==> src/rtl/pm_pkg.sv <==
package pm_pkg;

    // ones' complement 16-bit addition with end-around carry
    function automatic logic [15:0] oc_add(input logic [15:0] a, input logic [15:0] b);
        logic [16:0] s;
        s = {1'b0, a} + {1'b0, b};
        return s[15:0] + {15'b0, s[16]};
    endfunction

endpackage

==> src/rtl/pm_win_locate.sv <==
module pm_win_locate #(
    parameter int WIN_BYTES = 64,
    parameter int IDX_W     = 17,
    localparam int REL_W    = $clog2(WIN_BYTES)
) (
    input  logic [IDX_W-1:0] idx,
    input  logic [IDX_W-1:0] start,
    output logic             in_win,
    output logic             last,
    output logic [REL_W-1:0] rel
);
    logic [IDX_W-1:0] diff;

    always_comb begin
        diff   = idx - start;
        in_win = (idx >= start) && (diff < IDX_W'(WIN_BYTES));
        last   = in_win && (diff == IDX_W'(WIN_BYTES - 1));
        rel    = diff[REL_W-1:0];
    end
endmodule

==> src/rtl/pm_csum_step.sv <==
module pm_csum_step
    import pm_pkg::*;
(
    input  logic [15:0] sum_i,
    input  logic [7:0]  hi_i,
    input  logic        odd_i,
    input  logic        keep,
    input  logic [7:0]  data,
    output logic [15:0] sum_o,
    output logic [7:0]  hi_o,
    output logic        odd_o,
    output logic [15:0] csum_o
);
    always_comb begin
        sum_o = sum_i;
        hi_o  = hi_i;
        odd_o = odd_i;
        if (keep) begin
            if (odd_i) begin
                sum_o = oc_add(sum_i, {hi_i, data});
                odd_o = 1'b0;
            end else begin
                hi_o  = data;
                odd_o = 1'b1;
            end
        end
        // a pending high byte is closed with a zero low byte
        csum_o = odd_o ? ~oc_add(sum_o, {hi_o, 8'h00}) : ~sum_o;
    end
endmodule

==> src/rtl/pm_filter.sv <==
module pm_filter #(
    parameter int WIN_BYTES = 64,
    parameter int OFF_W     = 16,
    localparam int IDX_W    = OFF_W + 1,
    localparam int REL_W    = $clog2(WIN_BYTES)
) (
    input  logic                 clk,
    input  logic                 rst_n,
    input  logic                 in_valid,
    input  logic                 in_sof,
    input  logic                 in_eof,
    input  logic [7:0]           in_byte,
    input  logic [OFF_W-1:0]     cfg_offset,
    input  logic [WIN_BYTES-1:0] cfg_mask,
    input  logic [15:0]          cfg_csum,
    output logic                 res_valid,
    output logic                 res_match
);
    typedef struct packed {
        logic                 active;
        logic [IDX_W-1:0]     idx;
        logic [OFF_W-1:0]     off;
        logic [WIN_BYTES-1:0] mask;
        logic [15:0]          expv;
        logic [15:0]          sum;
        logic [7:0]           hi;
        logic                 odd;
        logic                 done;
        logic                 rvalid;
        logic                 rmatch;
    } st_t;

    st_t st_d, st_q;

    logic                 take;
    logic [IDX_W-1:0]     cur_idx;
    logic [OFF_W-1:0]     cur_off;
    logic [WIN_BYTES-1:0] cur_mask;
    logic [15:0]          cur_exp;
    logic [15:0]          base_sum;
    logic [7:0]           base_hi;
    logic                 base_odd;
    logic                 base_done;
    logic                 in_win;
    logic                 win_last;
    logic [REL_W-1:0]     rel;
    logic                 keep;
    logic [15:0]          sum_n;
    logic [7:0]           hi_n;
    logic                 odd_n;
    logic [15:0]          csum_n;

    // configuration and accumulator start fresh on the start-of-frame byte
    always_comb begin
        take      = in_valid && (in_sof || st_q.active);
        cur_idx   = in_sof ? '0 : st_q.idx;
        cur_off   = in_sof ? cfg_offset : st_q.off;
        cur_mask  = in_sof ? cfg_mask : st_q.mask;
        cur_exp   = in_sof ? cfg_csum : st_q.expv;
        base_sum  = in_sof ? '0 : st_q.sum;
        base_hi   = in_sof ? '0 : st_q.hi;
        base_odd  = in_sof ? 1'b0 : st_q.odd;
        base_done = in_sof ? 1'b0 : st_q.done;
        keep      = take && in_win && cur_mask[rel];
    end

    pm_win_locate #(
        .WIN_BYTES(WIN_BYTES),
        .IDX_W    (IDX_W)
    ) u_locate (
        .idx   (cur_idx),
        .start ({1'b0, cur_off}),
        .in_win(in_win),
        .last  (win_last),
        .rel   (rel)
    );

    pm_csum_step u_step (
        .sum_i (base_sum),
        .hi_i  (base_hi),
        .odd_i (base_odd),
        .keep  (keep),
        .data  (in_byte),
        .sum_o (sum_n),
        .hi_o  (hi_n),
        .odd_o (odd_n),
        .csum_o(csum_n)
    );

    always_comb begin
        st_d        = st_q;
        st_d.rvalid = 1'b0;
        st_d.rmatch = 1'b0;
        if (take) begin
            st_d.active = !in_eof;
            st_d.idx    = (&cur_idx) ? cur_idx : cur_idx + 1'b1;
            st_d.off    = cur_off;
            st_d.mask   = cur_mask;
            st_d.expv   = cur_exp;
            st_d.sum    = sum_n;
            st_d.hi     = hi_n;
            st_d.odd    = odd_n;
            st_d.done   = base_done || win_last;
            if (in_eof) begin
                st_d.rvalid = 1'b1;
                st_d.rmatch = (base_done || win_last) && (csum_n == cur_exp);
            end
        end
    end

    always_ff @(posedge clk) begin
        if (!rst_n) st_q <= '0;
        else        st_q <= st_d;
    end

    assign res_valid = st_q.rvalid;
    assign res_match = st_q.rmatch;
endmodule

==> config.mk <==
export PLATFORM = sky130hd
export DESIGN_NAME = pm_filter
export DESIGN_NICKNAME = d
export VERILOG_FILES = /design/src/rtl/pm_pkg.sv /design/src/rtl/pm_win_locate.sv /design/src/rtl/pm_csum_step.sv /design/src/rtl/pm_filter.sv
export SDC_FILE = /design/constraint.sdc
export NUM_CORES = 1
export LEC_CHECK = 0
export ABC_AREA = 1
export BUFFER_PORTS_ARGS = -buffer_cell sky130_fd_sc_hd__buf_2
export CAP_MARGIN = 10
export CORE_MARGIN = 4
export CORE_UTILIZATION = 30
export DETAILED_ROUTE_END_ITERATION = 16
export SYNTH_ARGS = -nofsm -noshare
export SYNTH_HDL_FRONTEND = slang
export SYNTH_HIERARCHICAL = 1
export SYNTH_SLANG_ARGS = --single-unit
export TNS_END_PERCENT = 50
==> constraint.sdc <==
create_clock -name clk -period 6.5 [get_ports clk]
set_input_delay 0.325 -clock clk [delete_from_list [all_inputs] [get_ports clk]]
set_output_delay 0.325 -clock clk [all_outputs]
set_load 0.005 [all_outputs]
* Word-level counts from Yosys, hierarchy flattened
Index checks and enable logic that the tools add are counted.
W data, S select, Z words.
** Storage, ports and cells
- Bits in registers :: 142
- Input bits :: 109
- Output and inout bits :: 2
- Logic and storage cells :: 55
** Cells by class
- $add $sub $neg :: 6
- Order comparisons :: 3
- Equal/unequal tests :: 2
- Mux-type cells :: 19
- Bitwise gates (word level) :: 2
- Reductions and logical operators :: 12
** Operator list (number)
- $mux W16 :: 6
- $mux W64 :: 1
- $add A16 B16 Y17 :: 2
- $mux W17 :: 2
- $add A16 B1 Y16 :: 2
- $not A16 Y16 :: 2
- $mux W8 :: 3
- $add A17 B1 Y17 const B :: 1
- $eq A17 B6 Y1 const B :: 1
- $ge A17 B16 Y1 :: 1
- $lt A17 B7 Y1 const B :: 1
- $reduce_and A17 Y1 :: 1
- $sub A17 B16 Y17 :: 1
- $eq A16 B16 Y1 :: 1
- $lt A6 B7 Y1 const B :: 1
- $bmux W1 S6 :: 1
- $logic_and A1 B1 Y1 :: 6
- $mux W1 :: 5
- $reduce_and A3 Y1 :: 1
- $logic_or A1 B1 Y1 :: 2
- $mux W2 :: 1
- $reduce_and A2 Y1 :: 1
- $logic_not A1 Y1 :: 1

* Depth between registers and ports, before layout
Gate-level depths: netlist (run 1).
- Depth after elaboration :: 14
- Mapped depth :: 54
- Mapped depth without buffers :: 50

* By module
The synthesis (run 1) kept the hierarchy.
** By module, submodules not included
- pm_filter :: instances 1, cells each 1070, area each 7418.4 µm²
- pm_csum_step :: instances 1, cells each 490, area each 2605.0 µm²
- pm_win_locate :: instances 1, cells each 256, area each 1256.2 µm²

* Worst setup path before layout (run 1)
No wires, ideal clock.
- Path kind :: in2reg
- Start point :: in in_sof
- End point :: reg st_q, in the netlist res_match
- Arrival time :: 6.857 ns
- Required time :: 6.436 ns
- Path slack :: -0.421 ns
- Cell stages on the path :: 51
- Path buffers :: 5
- Cell sequence :: buf_6 buf_6 buf_2 buf_2 buf_2 nor2_1 ha_1 inv_1 fa_1 inv_1 nand3_1 nand2_2 nand4_1 nand3_1 nand2_1 o21ai_0 a21o_1 ha_1 [15 not listed] o21ai_0 a21oi_1 o21bai_1 ha_1 nand2_1 inv_1 nand3_1 nor3_4 nand3_2 nand2_1 nand2_1 nand2_1 nand2_1 inv_1 nor2_1 a211oi_1 nand3_1 nor2_1
** On the way
- Elaborated cells on any way between the ends :: 37
- Classes of those cells :: add/sub: 5; order compare: 2; eq/ne: 2; mux: 17; bitwise: 2; reduce/logical: 9
** RTL lines
- start: declaration :: line pm_filter.sv:10 : input logic in_sof,
- $mux W16 :: line pm_filter.sv:60 : base_sum = in_sof ? '0 : st_q.sum;
- named net base_sum[0] :: line pm_filter.sv:40 : logic [15:0] base_sum;
- $add A16 B16 Y17 :: line pm_pkg.sv:6 : s = {1'b0, a} + {1'b0, b};
- $add A16 B1 Y16 :: line pm_pkg.sv:7 : return s[15:0] + {15'b0, s[16]};
- $mux W16 :: line pm_csum_step.sv:19 : if (odd_i) begin
- $mux W16 :: line pm_csum_step.sv:18 : if (keep) begin
- named net sum_n[8] :: line pm_filter.sv:48 : logic [15:0] sum_n;
- $add A16 B16 Y17 :: line pm_pkg.sv:6
- $add A16 B1 Y16 :: line pm_pkg.sv:7
- $not A16 Y16 :: line pm_csum_step.sv:28 : csum_o = odd_o ? ~oc_add(sum_o, {hi_o, 8'h00}) : ~sum_o;
- $mux W16 :: line pm_csum_step.sv:28
- named net csum_n[15] :: line pm_filter.sv:51 : logic [15:0] csum_n;
- $eq A16 B16 Y1 :: line pm_filter.sv:106 : st_d.rmatch = (base_done || win_last) && (csum_n == cur_exp);
- $logic_and A1 B1 Y1 :: line pm_filter.sv:106
- end signal: assignment :: line pm_filter.sv:113 : else st_q <= st_d;
- end: declaration :: line pm_filter.sv:33 : st_t st_d, st_q;
The timed path passes the listed nets, and every way through them passes these cells. The select of a mux whose other input is x is not followed.
A chain may end at the register's enable or synchronous reset.

* Final worst setup path (run 1)
- Start point :: reg st_q[12] (netlist bit)
- End point :: reg st_q, in the netlist res_match
** On the way
- Longest elaborated chain between the ends :: 11
- Elaborated cells on any way between the ends :: 12
- Classes of those cells :: add/sub: 4; eq/ne: 1; mux: 4; bitwise: 2; reduce/logical: 1
** RTL lines (line)
- $mux W16 :: pm_filter.sv:60
- named net base_sum[0] :: pm_filter.sv:40
- $add A16 B16 Y17 :: pm_pkg.sv:6
- $add A16 B1 Y16 :: pm_pkg.sv:7
- $mux W16 :: pm_csum_step.sv:19
- $mux W16 :: pm_csum_step.sv:18
- named net sum_n[8] :: pm_filter.sv:48
- $add A16 B16 Y17 :: pm_pkg.sv:6
- $add A16 B1 Y16 :: pm_pkg.sv:7
- $not A16 Y16 :: pm_csum_step.sv:28
- $mux W16 :: pm_csum_step.sv:28
- named net csum_n[12] :: pm_filter.sv:51
- $eq A16 B16 Y1 :: pm_filter.sv:106
- $logic_and A1 B1 Y1 :: pm_filter.sv:106
The timed path passes the listed nets, and every way through them passes these cells.

==> results.md, run 1 <==
* Rows at 70
* Initial Utilization at 0.306
* Achievable frequency at ~0.16 GHz
* Clock latency on the worst-skew pair at between 400 and 500 ps
* Status: finished, final reports clean
* Final RePlAce weighted congestion at between 0.9 and 1
* Most common cell after layout, fill and taps aside: nand2_1
* CP Launch Type: flop
* DR vias at ~12,000
* Antenna cell count at 0
* Yosys Warn Count at 6
* Core area at between 30,000 and 40,000 um^2
* Final Core Density at 0.360
* Hold Fails Final Rpt at 0
* Max FO, Critical Path at 5
* Clk_skew at approximately 10 ps
* Min Tclk post-route at 6270 ps
* Max Cap Viol at 0
* Setup_tns at 0 ps
* Fill cells at slightly below 4,000
* First drt pass iteration count at 7
* # H-tree levels at 4
* Max-slew violations at 0
* IO buf count at 110
* Die width at a little over 200 um
* CTS sink cnt at between 100 and 150
* Largest net degree at the start of global routing at roughly 110
* Drt first-iter violations at around 830
* Global route overflow at 0
* Post-detail-place hpwl at about 27 mm
* Share of cells above drive strength 1 at 0.162
* ANT nets after route at 0
* Worst Path Arrival at roughly 6600 ps
* Vias in the first global route at roughly 11,000
* CP max stage delay at about 370 ps
* Hold buffers post-CTS at 0
* RSZ-0062 raised after global routing: yes
* Initial antenna violation count at 0
* Slowest-stage cell, CP: fa_2
* Worst path required time at between 6000 and 7000 ps
* Die Area at 40,800 um^2
* Global-route wire length before repair at ~58 mm
* Crit path capture type: flop
* Crit path top cell by count: inv_2
* Die height at a little over 200 um
* Final setup fails at 0
* DRC at 0
* Lkg Pwr at approximately 6.2 nW
* Total wire length at 36.2 mm
* Final Total Pwr at between 2 and 3 mW
* Layout area overhead at 17.7%
* Post-DR wirelength/cell at ~15 um
* Mapped Cells at 1,816
* Clock-pin slew on the worst setup and hold paths at ~70 ps
* Mean post-synth cell area at around 6.2 um^2
* PD cells at 196 nW/um^2
* CTS tree: built
* Clk buf depth at 2
* Seq/Total Area, Yosys at 0.252
* Most frequent cells in the layout: nand2_1, inv_1, nand3_1, nor2_1, dfxtp_1
* Final worst-path cycle share at 0.965
* Actual slew at the worst max-slew pin at between 900 and 1000 ps
* Root buffer cell: clkbuf_16
* Netlist Area Pre-Place at 11,300 um^2
* Setup CP Type: flop to flop
* Yosys reg bits at ~140
* Syn nets at just under 2,000
* Max-slew headroom at 0.341
* Distinct cells, synth at 52
* CTS Buf Count at 17
* Total global-route track usage at 0.170
* Min-Delay Path Class: input pin to flop
* Layout Nets at 2,074
* Peak supply drop at 0.186 mV
* Via density at a little under 5
* Io pins at around 110
registers in the layout, summed over array words and instances, names as in the netlist:
signal	flops
st_q	140
res_valid	1
res_match	1
synth_stat cells (all sizes together):
cell type | count | share of area
dfxtp | 142 | 0.25
o31ai | 2 | 0.0026
mux2 | 7 | 0.0070
ha | 47 | 0.052
a31oi | 32 | 0.018
a311oi | 28 | 0.022
o21bai | 4 | 0.0027
inv | 237 | 0.079
a21o | 2 | 0.0013
o22ai | 3 | 0.0017
a21oi | 91 | 0.040
buf | 41 | 0.024
mux2i | 10 | 0.0092
a22o | 1 | 0.00078
xor2 | 26 | 0.020
or2 | 6 | 0.0033
o21ai | 129 | 0.059
clkinv | 1 | 0.00033
a221oi | 1 | 0.00078
nor2 | 168 | 0.063
nand2 | 503 | 0.17
nand3b | 6 | 0.0040
fa | 3 | 0.0053
xnor2 | 13 | 0.010
nand4 | 26 | 0.014
a211oi | 23 | 0.015
nor3 | 18 | 0.011
o21a | 1 | 0.00067
and2 | 3 | 0.0017
conb | 1 | 0.00033
clkbuf | 44 | 0.015
o211ai | 2 | 0.0013
nand3 | 195 | 0.089
power breakdown:
part / switching (mW) / internal [mW]
sequential: 0.0234 / 0.931
combinational: 0.446 / 0.230
clock: 0.409 / 0.566
total: 0.878 / 1.73
path summary, 6_finish.rpt:
check                              from                      to  slack, ps  cells past startpoint
hold / removal                   in_eof  st_q[141]$_SDFFE_PN0N_        130                      2
setup reg to reg  st_q[12]$_SDFFE_PN0N_    res_match$_SDFF_PN0_        230                     47
hold reg to reg   st_q[32]$_SDFFE_PN0N_   st_q[32]$_SDFFE_PN0N_        450                      2
setup / recovery  st_q[12]$_SDFFE_PN0N_    res_match$_SDFF_PN0_        230                     47
routing by layer:
layer / routed length [um] / part of all wire / vias to the layer above / track usage
li1: - / - / 6152 / -
met5: 0 / 0 / - / 0
met2: 15900 / 0.44 / 364 / 0.263
met1: 17600 / 0.49 / 5448 / 0.243
met4: 761 / 0.021 / 0 / 0.0540
met3: 1910 / 0.053 / 45 / 0.0252
critical path, delay by kind of cell, from the launching register on:
family	cells	cell delay (ps)
AND/OR/NAND/NOR	23	2240
adder cells (fa/ha/maj)	7	1600
AO/OA/AOI/OAI	8	1260
XOR/XNOR	2	330
buffers and inverters	7	450
flip-flops	1	320
logic make-up after synthesis:
logic type	synth area share
AND/OR/NAND/NOR	0.360
buffers and inverters	0.118
AO/OA/AOI/OAI	0.166
flip-flops	0.252
adder cells (fa/ha/maj)	0.0575
XOR/XNOR	0.0303
multiplexers	0.0162
other	0.000332
cell type report:
cell class	count	area (um^2)	area share
tap	504	631	0.0475
clock inverter	12	139	0.0105
timing repair buffer	165	982	0.0740
sequential	142	2840	0.214
multi-input combinational	1351	7340	0.553
inverter	238	901	0.0679
clock buffer	19	433	0.0326
what timing repair did:
| item | 4_1_cts | 5_1_grt |
|---|---|---|
| pin swaps | 6 | 43 |
| endpoints found under the setup margin | 1 | 1 |
| resized for setup | 6 | 44 |
| buffers inserted | 5 | 12 |
metrics by stage:
| step | hold slack (ps) | worst slack, ps | area, um^2 | std cells |
|---|---|---|---|---|
| 6_report | 126 | 229 | 13300 | 2431 |
| 5_1_grt | 113 | -206 | 13300 | 2431 |
| 4_1_cts | 109 | 10.5 | 13000 | 2419 |
| 3_5_place_dp | 439 | -468 | 12400 | 2383 |
| 3_3_place_gp | 435 | -428 | 12400 | 2383 |
| 2_1_floorplan | 415 | 18.5 | 11300 | 1816 |
Power figures use the tool's default switching activity.
==> run 2: changes to the inputs <==
Settings changed: MAX_ROUTING_LAYER from default to met4.
==> results.md, run 2 (same netlist as run 1, synthesis figures left out) <==
* Status: finished, final reports clean
* First drt pass iteration count at 6
* Actual slew at the worst max-slew pin at 988 ps
* Clk buf depth at 2
* Crit path capture type: flop
* Hold Fails Final Rpt at 0
* Setup_tns at 0 ps
* Die Area at between 40,000 and 50,000 um^2
* Die height at 202 um
* CP max stage delay at 360 ps
* CP Launch Type: flop
* Slowest-stage cell, CP: fa_2
* Lkg Pwr at 6.26 nW
* Achievable frequency at between 0.15 and 0.2 GHz
* Final worst setup slack at roughly 280 ps
* Max Cap Viol at 0
* Min-Delay Path Class: input pin to flop
* Final RePlAce weighted congestion at about 0.97
* Peak supply drop at between 0.15 and 0.2 mV
* Total wire length at ~36 mm
* Hold Startpoint: in_eof
* ANT nets after route at 0
* Max-slew violations at 0
* Final setup fails at 0
* Reg area at around 2800 um^2
* DRC at 0
* Drt first-iter violations at about 800
* Worst Setup SP: st_q[12]$_SDFFE_PN0N_
* Clock-pin slew on the worst setup and hold paths at ~60 ps
* Layout Nets at ~2,100
* Clock latency on the worst-skew pair at around 430 ps
* Share of cells above drive strength 1 at 0.165
* DP Area at between 10,000 and 15,000 um^2
* Fin Hold WS at between 100 and 150 ps
* Rows at 70
* Most frequent cells in the layout: nand2_1, inv_1, nand3_1, nor2_1, dfxtp_1
* Worst reg2reg path startpoint: st_q[12]$_SDFFE_PN0N_
* Post-detail-place hpwl at approximately 27 mm
* DR vias at around 12,000
* Largest register FFs at between 100 and 150
* Final worst-path cycle share at 0.957
* Final instance area at 13,400 um^2
* Via density at 4.97
* Largest net degree at the start of global routing at 109
* IO buf count at between 100 and 150
* Die width at approximately 200 um
* Clk_skew at about 11 ps
* CTS tree: built
* Root buffer cell: clkbuf_16
* Core area at between 30,000 and 40,000 um^2
* Layout area overhead at 18.4%
* Antenna cell count at 0
* Max-slew headroom at 0.341
* Total global-route track usage at 0.177
* # H-tree levels at 4
* Post-DR wirelength/cell at 14.9 um
* Most common cell after layout, fill and taps aside: nand2_1
* Global-route wire length before repair at roughly 58 mm
* CP top delay family: simple AND/OR/NAND/NOR gates
* Place WS at -441 ps
* Final Total Pwr at 2.66 mW
* Crit path top cell by count: inv_2
* Max FO, Critical Path at 4
* Vias in the first global route at 11,240
* Final Core Density at 0.362
* PD cells at between 150 and 200 nW/um^2
* Min Tclk post-route at slightly above 6000 ps
* Placed instance count at ~2,400
* Setup CP Type: flop to flop
* Initial Utilization at 0.306
* Buf/Inv on CP at 8
* CTS sink cnt at roughly 140
* Multi-input logic area at ~7400 um^2
* RSZ-0062 raised after global routing: yes
* CTS Buf Count at 17
* Cell Count, Final, Fillers Out at around 2,400
* Initial antenna violation count at 0
* Worst path required time at slightly below 7000 ps
* Worst Path Arrival at roughly 6600 ps
* Fill cells at 3,967
* Io pins at 111
* Global route overflow at 0
* Largest reg by FF count: st_q
## run 2: changes by cell type in the layout (fill, tap and decap cells not counted), moves of 2 or more
cell,delta
buf_4,+2
ha_1,-2
nand2_1,-3
nand2_2,+3
o21ai_1,+2
## run 2: what timing repair did
action | in CTS | in global routing
buffers inserted | 1 | 16
endpoints found under the hold margin | 0 | 0
resized for setup | 3 | 53
endpoints found under the setup margin | 1 | 1
hold buffers | 0 | 0
pin swaps | 3 | 40
## run 2: power by group
group	total [mW]	internal (mW)	leakage (nW)	switching (mW)
Combinational	0.678	0.234	4.81	0.444
Sequential	0.954	0.931	1.17	0.0233
Clock	1.03	0.617	0.283	0.409
## run 2: routing by layer
layer,track usage,part of all wire,vias up
li1,-,-,6167
met3,0.0242,0.055,32
met4,0.0366,0.011,0
met2,0.276,0.45,363
met5,-,0,-
met1,0.245,0.48,5539
## run 2: worst reg2reg max path: cells and delay by family (launching register included)
| family | cells | cell delay [ps] |
|---|---|---|
| buf+inv | 8 | 520 |
| simple gates | 20 | 2070 |
| flops | 1 | 320 |
| compound gates | 9 | 1480 |
| fa+ha+maj | 7 | 1580 |
| xor+xnor | 1 | 170 |
## run 2: final cells by class
| type | count | share of cell area |
|---|---|---|
| clock buffer | 20 | 0.0334 |
| clock inverter | 12 | 0.0120 |
| inverter | 238 | 0.0675 |
| multi-input combinational | 1351 | 0.551 |
| sequential | 142 | 0.213 |
| tap | 504 | 0.0472 |
| timing repair buffer | 168 | 0.0755 |
## run 2: path summary, 6_finish.rpt
path              slack, ps  depth (start not counted)                endpoint
setup / recovery        280                         45    res_match$_SDFF_PN0_
hold / removal          130                          2  st_q[141]$_SDFFE_PN0N_
setup reg to reg        280                         45    res_match$_SDFF_PN0_
hold reg to reg         450                          2   st_q[29]$_SDFFE_PN0N_
